### config.mk
export PLATFORM = sky130hd
export DESIGN_NAME = exc_escalate
export DESIGN_NICKNAME = d
export VERILOG_FILES = /design/src/rtl/exc_esc_pkg.sv /design/src/rtl/exc_class_decode.sv /design/src/rtl/exc_escalate_core.sv /design/src/rtl/exc_escalate.sv
export SDC_FILE = /design/constraint.sdc
export NUM_CORES = 1
export LEC_CHECK = 0
export CAP_MARGIN = 30
export CORE_ASPECT_RATIO = 1.25
export CORE_MARGIN = 3
export CORE_UTILIZATION = 46
export CTS_BUF_LIST = sky130_fd_sc_hd__clkbuf_8
export CTS_CLUSTER_DIAMETER = 80
export DETAILED_ROUTE_END_ITERATION = 10
export HOLD_SLACK_MARGIN = 0.12
export PLACE_DENSITY = 0.79
export SYNTH_ARGS = -nofsm -noshare
export SYNTH_HDL_FRONTEND = slang
export SYNTH_SLANG_ARGS = --single-unit
### constraint.sdc
create_clock -name clk_i -period 3 [get_ports clk_i]
set_clock_uncertainty 0.05 [all_clocks]
set_input_delay 0.6 -clock clk_i [delete_from_list [all_inputs] [get_ports clk_i]]
set_output_delay 0.6 -clock clk_i [all_outputs]
set_load 0.03 [all_outputs]
### src/rtl/exc_esc_pkg.sv
package exc_esc_pkg;
    typedef enum logic [1:0] {
        CLS_BENIGN  = 2'd0,
        CLS_CONTRIB = 2'd1,
        CLS_PAGE    = 2'd2,
        CLS_DOUBLE  = 2'd3
    } exc_cls_e;

    localparam int unsigned VEC_DIVIDE  = 0;
    localparam int unsigned VEC_DOUBLE  = 8;
    localparam int unsigned VEC_CTB_LO  = 10;
    localparam int unsigned VEC_CTB_HI  = 13;
    localparam int unsigned VEC_PAGE    = 14;
endpackage

### src/rtl/exc_class_decode.sv
module exc_class_decode
    import exc_esc_pkg::*;
#(
    parameter int unsigned VEC_W = 8
) (
    input  logic [VEC_W-1:0] vec_i,
    output exc_cls_e         cls_o
);
    always_comb begin
        if (vec_i == VEC_W'(VEC_DOUBLE)) begin
            cls_o = CLS_DOUBLE;
        end else if (vec_i == VEC_W'(VEC_PAGE)) begin
            cls_o = CLS_PAGE;
        end else if (vec_i == VEC_W'(VEC_DIVIDE) ||
                     (vec_i >= VEC_W'(VEC_CTB_LO) && vec_i <= VEC_W'(VEC_CTB_HI))) begin
            cls_o = CLS_CONTRIB;
        end else begin
            cls_o = CLS_BENIGN;
        end
    end
endmodule

### src/rtl/exc_escalate_core.sv
module exc_escalate_core
    import exc_esc_pkg::*;
#(
    parameter int unsigned VEC_W    = 8,
    parameter int unsigned ERR_W    = 32,
    parameter int unsigned HALT_VEC = 255
) (
    input  logic [VEC_W-1:0] new_vec_i,
    input  logic [ERR_W-1:0] new_err_i,
    input  logic             sw_i,
    input  exc_cls_e         new_cls_i,
    input  logic             trk_vld_i,
    input  exc_cls_e         trk_cls_i,
    output logic [VEC_W-1:0] res_vec_o,
    output logic [ERR_W-1:0] res_err_o,
    output logic             triple_o,
    output logic             track_upd_o
);
    logic new_ctb;
    logic new_pf;
    logic pair_esc;

    assign new_ctb = (new_cls_i == CLS_CONTRIB);
    assign new_pf  = (new_cls_i == CLS_PAGE);

    // class-pair matrix: contributory/contributory, page/(contributory|page)
    assign pair_esc = trk_vld_i &&
                      (((trk_cls_i == CLS_CONTRIB) && new_ctb) ||
                       ((trk_cls_i == CLS_PAGE) && (new_ctb || new_pf)));

    always_comb begin
        res_vec_o = new_vec_i;
        res_err_o = new_err_i;
        triple_o  = 1'b0;
        if (!sw_i) begin
            if (trk_vld_i && trk_cls_i == CLS_DOUBLE) begin
                triple_o  = 1'b1;
                res_vec_o = VEC_W'(HALT_VEC);
                res_err_o = '0;
            end else if (pair_esc) begin
                res_vec_o = VEC_W'(VEC_DOUBLE);
                res_err_o = '0;
            end
        end
    end

    assign track_upd_o = !sw_i && !triple_o && (pair_esc || new_cls_i != CLS_BENIGN);
endmodule

### src/rtl/exc_escalate.sv
module exc_escalate
    import exc_esc_pkg::*;
#(
    parameter int unsigned VEC_W    = 8,
    parameter int unsigned ERR_W    = 32,
    parameter int unsigned HALT_VEC = 255
) (
    input  logic             clk_i,
    input  logic             rst_ni,
    input  logic             raise_i,
    input  logic [VEC_W-1:0] vec_i,
    input  logic [ERR_W-1:0] err_i,
    input  logic             sw_i,
    input  logic             clr_i,
    output logic [VEC_W-1:0] vec_o,
    output logic [ERR_W-1:0] err_o,
    output logic             shut_o,
    output logic             dlv_o
);
    typedef struct packed {
        logic             trk_vld;
        logic [VEC_W-1:0] trk_vec;
        logic [VEC_W-1:0] vec;
        logic [ERR_W-1:0] err;
        logic             dlv;
        logic             shut;
    } esc_state_t;

    esc_state_t st_d, st_q;

    exc_cls_e   new_cls, trk_cls;
    logic       trk_vld_eff;
    logic [VEC_W-1:0] res_vec;
    logic [ERR_W-1:0] res_err;
    logic       res_triple, res_upd;

    // clear is applied before the new raise is judged
    assign trk_vld_eff = st_q.trk_vld && !clr_i;

    exc_class_decode #(.VEC_W(VEC_W)) u_dec_new (
        .vec_i (vec_i),
        .cls_o (new_cls)
    );

    exc_class_decode #(.VEC_W(VEC_W)) u_dec_trk (
        .vec_i (st_q.trk_vec),
        .cls_o (trk_cls)
    );

    exc_escalate_core #(
        .VEC_W    (VEC_W),
        .ERR_W    (ERR_W),
        .HALT_VEC (HALT_VEC)
    ) u_core (
        .new_vec_i   (vec_i),
        .new_err_i   (err_i),
        .sw_i        (sw_i),
        .new_cls_i   (new_cls),
        .trk_vld_i   (trk_vld_eff),
        .trk_cls_i   (trk_cls),
        .res_vec_o   (res_vec),
        .res_err_o   (res_err),
        .triple_o    (res_triple),
        .track_upd_o (res_upd)
    );

    always_comb begin
        st_d     = st_q;
        st_d.dlv = 1'b0;
        if (!st_q.shut) begin
            if (clr_i) begin
                st_d.trk_vld = 1'b0;
            end
            if (raise_i) begin
                st_d.dlv = 1'b1;
                st_d.vec = res_vec;
                st_d.err = res_err;
                if (res_triple) begin
                    st_d.shut = 1'b1;
                end
                if (res_upd) begin
                    st_d.trk_vld = 1'b1;
                    st_d.trk_vec = res_vec;
                end
            end
        end
    end

    always_ff @(posedge clk_i) begin
        if (!rst_ni) begin
            st_q <= '0;
        end else begin
            st_q <= st_d;
        end
    end

    assign vec_o  = st_q.vec;
    assign err_o  = st_q.err;
    assign shut_o = st_q.shut;
    assign dlv_o  = st_q.dlv;

    p_dlv_latency_r9: assert property (@(posedge clk_i) disable iff (!rst_ni)
        (raise_i && !shut_o) |=> dlv_o);

    p_idle_quiet_r9: assert property (@(posedge clk_i) disable iff (!rst_ni)
        !raise_i |=> !dlv_o);

    p_shut_hold_r10: assert property (@(posedge clk_i) disable iff (!rst_ni)
        shut_o |=> shut_o);

    p_shut_mute_r10: assert property (@(posedge clk_i) disable iff (!rst_ni)
        shut_o |=> !dlv_o);

    p_triple_r4: assert property (@(posedge clk_i) disable iff (!rst_ni)
        (raise_i && !sw_i && !clr_i && !shut_o && st_q.trk_vld &&
         st_q.trk_vec == VEC_W'(VEC_DOUBLE))
        |=> (shut_o && dlv_o && vec_o == VEC_W'(HALT_VEC) && err_o == '0));

    p_sw_pass_r6: assert property (@(posedge clk_i) disable iff (!rst_ni)
        (raise_i && sw_i && !shut_o)
        |=> (vec_o == $past(vec_i) && err_o == $past(err_i) && !shut_o));
endmodule

==> flow_summary.ini <==
[logic_synthesis]
synth-async-reset-ratio_pct = 0
yosysTopAreaCellShare_pct = 44.1
yosysSeqAreaShare_pct = 44.1
post-synth-top-area-cell = dfxtp_1
avgSynthCellArea_um2 = 10.0
syn_std_cell_area_mm2 = 0.00232
number_of_storage_elements_in_the_synthesis_netlist = 51
biggest_area_contributors_in_the_synthesized_netlist = dfxtp_1 (44%), buf_4 (13%), a22o_1 (12%), o211ai_1 (4.5%), mux2i_1 (3.5%)
yosysWarningCount = 0
number_of_synthesized_flops_with_an_enable_pin = 0
unique_cell_type_count_in_the_yosys_netlist = 37
syn_nets = 278
yosys_most_used_dff = dfxtp_1
synth_cells = 231

[drt]
drt_wl_cell_um = 15.9
avgViaCountPerCell = 5.32
routed_wl_um = 5660
dr_total_vias = 1887
drc = 0
drt_iter0_markers = 109
antenna_left = 0
dr.pass1.iters = 4

[pwr]
power.share.combinational_pct = 20.4
powerDensity_mw_per_mm2 = 440
share_clk_of_total_power_pct = 29.0
sw_frac_of_total_pct = 26.4
leakage_nw = 1.30
sequential_group_share_of_total_power_pct = 50.7
switching_component_of_the_power_mw = 0.378
vdd_drop_max_mv = 0.232
power.total_mw = 1.43
p_int_mw = 1.05

[cells_and_area]
syn2layout_area_growth_pct = 40.5
design.final.nets = 341
final_layout_size_suffix_gt1_share_pct = 14.2
inserted_diodes = 0
finish.utilization_pct = 67.8

[worst_setup_path]
setup.worst_path.start_class = input pin
worstSetupPathType = in2reg
r2r-start = st_q[49]
crit_arrival_ns = 3.08
regToRegSetupSlack_ns = 0.95
crit_start = vec_i[5]
cp-endpoint = err_o[4]
rr_endpoint = err_o[4]
path_max_fanout = 8
critical_path.endpoint_type = flop
worstPathRequired_ns = 3.14
rr_worst_depth = 6

[hold_path]
worst_hold_path_type = reg2reg

[grt]
grt_pass1_wl_um = 8810
global_routing_usage_summed_across_all_routing_layers_pct = 18.0
via_count_of_the_first_global_routing_pass = 1796
globalRoute.totalOverflow = 0
grt_max_degree = 32
number_of_antenna_violations_at_the_first_check_in_global_routing = 0

[placement]
buffer_ports.inserted = 86
finalWeightedCongestion = 0.872
place_hpwl_um = 3940

[clock_tree]
cts.path.max_buffers = 2
clk_transition_reported_paths_ns = 0.09
clock_buffers_created_by_tritoncts = 5
worstSkewPairLatency_ns = 0.29
cts_tree = built
cts_hold_repair.buffers = 0
sinks_on_clock_net = 51
clockRootBuffer = clkbuf_8
cts-htree-levels = 2

[floorplan]
chipWidth_um = 69.5
rows = 28
die_y_um = 85.3
initial_utilization_pct = 48.3
io_pins = 87
core_region_area_mm2 = 0.00480
dieArea_mm2 = 0.00593

[timing]
setup_viol = 0
slew_at_the_pin_with_the_worst_max_slew_slack_ns = 0.514
final.min_clock_period_ns = 2.94
maxSlewViolCount = 0
worst_max_slew_margin_expressed_relative_to_the_limit_pct = 65.7
clock.fmax_mhz = 340
timing.final.hold_violations = 0
final_min_period_over_clock_period_pct = 98.1

[run]
drv.max_cap_violation_count = 0

[status]
run_status = finished clean
-- sequential cells by signal (all words and copies together) (netlist names) --
name and cells:
vec_o 8, st_q 9, dlv_o 1, err_o 32, shut_o 1
-- area by class of cell --
type                            count  area (µm²)
Clock buffer                        6        82.6
Clock inverter                      2        16.3
Fill cell                         371        1550
Inverter                            2        7.51
Multi-Input combinational cell    122         920
Sequential cell                    51        1020
Tap cell                           60        75.1
Timing Repair Buffer              112        1130
-- per-layer routing --
| layer | vias to the layer above | track usage, % | wire [µm] |
|---|---|---|---|
| met5 | - | 0 | 0 |
| met4 | 0 | 5.51 | 115 |
| met3 | 11 | 4.03 | 292 |
| met2 | 72 | 29.7 | 2790 |
| met1 | 890 | 23.5 | 2460 |
| li1 | 914 | - | - |
-- Yosys cell counts (2+ instances only) --
cell       n
nor2_1     5
a22o_1    32
a21boi_1   3
o211ai_1  14
a21boi_0   5
dfxtp_1   51
nor2b_1    5
ha_1       2
inv_1      2
o21ai_0    2
mux2i_1    8
nand2_1   17
o21bai_1   2
buf_4     41
nand3b_1   2
buf_2      2
buf_6      4
clkbuf_1   9
nor3_1     2
and3_1     3
a21oi_1    4
-- worst min-delay path by stage --
| stage | startpoint | to | slack, ns | cells past startpoint |
|---|---|---|---|---|
| after detailed placement | vec_o[4] | vec_o[4] | 0.40 | 2 |
| after floorplan | vec_o[4] | vec_o[4] | 0.39 | 2 |
| after global routing | vec_o[4] | vec_o[4] | 0.43 | 2 |
| after CTS | vec_o[4] | vec_o[4] | 0.41 | 2 |
| final | vec_o[4] | vec_o[4] | 0.41 | 2 |
| after global placement | vec_o[4] | vec_o[4] | 0.40 | 2 |
-- per-stage QoR --
stage	TNS [ns]	hold WS (ns)	cells	cell area [µm²]	setup slack (ns)
2_1_floorplan	0	0.385	231	2320	0.402
3_3_place_gp	-5.73	0.397	341	3040	-0.152
3_5_place_dp	-9.64	0.401	341	3040	-0.265
4_1_cts	0	0.411	349	3130	0.0190
5_1_grt	-0.0158	0.427	355	3250	-0.0129
6_report	0	0.407	355	3250	0.0570
-- power by group through the flow --
stage               logic, mW  registers, mW  clock network (mW)
finish                  0.292          0.726               0.415
CTS                     0.282          0.726               0.424
global route            0.309          0.730               0.455
floorplan               0.174          0.739                   0
global placement        0.278          0.740                   0
detailed placement      0.281          0.741                   0
-- cells by family (layout without fill, tap and decap cells) --
family                   after synthesis  after routing  share of synthesized area, %
adder cells (fa/ha/maj)                2              2                          1.08
flip-flops                            51             51                          44.1
multiplexers                           8              8                          3.46
AO/OA/AOI/OAI                         66             66                          22.8
buffers and inverters                 58            122                          17.5
AND/OR/NAND/NOR                       44             44                          10.4
XOR/XNOR                               2              2                         0.756
-- cell usage in the layout, fill, tap and decap left out, drive strengths merged, types with 2 or more instances in the layout --
master         count
clkdlybuf4s50     81
o211ai            14
o21bai             2
dlymetal6s2s       5
o21ai              3
a22o              32
and3               3
nand3b             2
clkbuf             8
inv                2
a21boi             8
mux2i              8
ha                 2
nand2             17
buf               24
nor2b              5
nor3               2
nor2               5
a21oi              4
nor4b              2
dfxtp             51
-- worst max-delay path: stages --
cell             delay (ns)
clkdlybuf4s50_1        0.44
nor4_2                 0.16
buf_4                  0.16
nand4b_1               0.12
ha_1                   0.36
and3_4                 0.19
o21ai_1                0.07
a311oi_2               0.42
nor2b_4                0.14
clkbuf_16              0.19
a22o_1                 0.23
-- repair_timing --
action | in CTS | in global routing
gates resized for setup | 0 | 11
setup endpoints to repair | 0 | 43
setup buffers | 0 | 3
No activity file was read; power rests on OpenSTA's default activity.
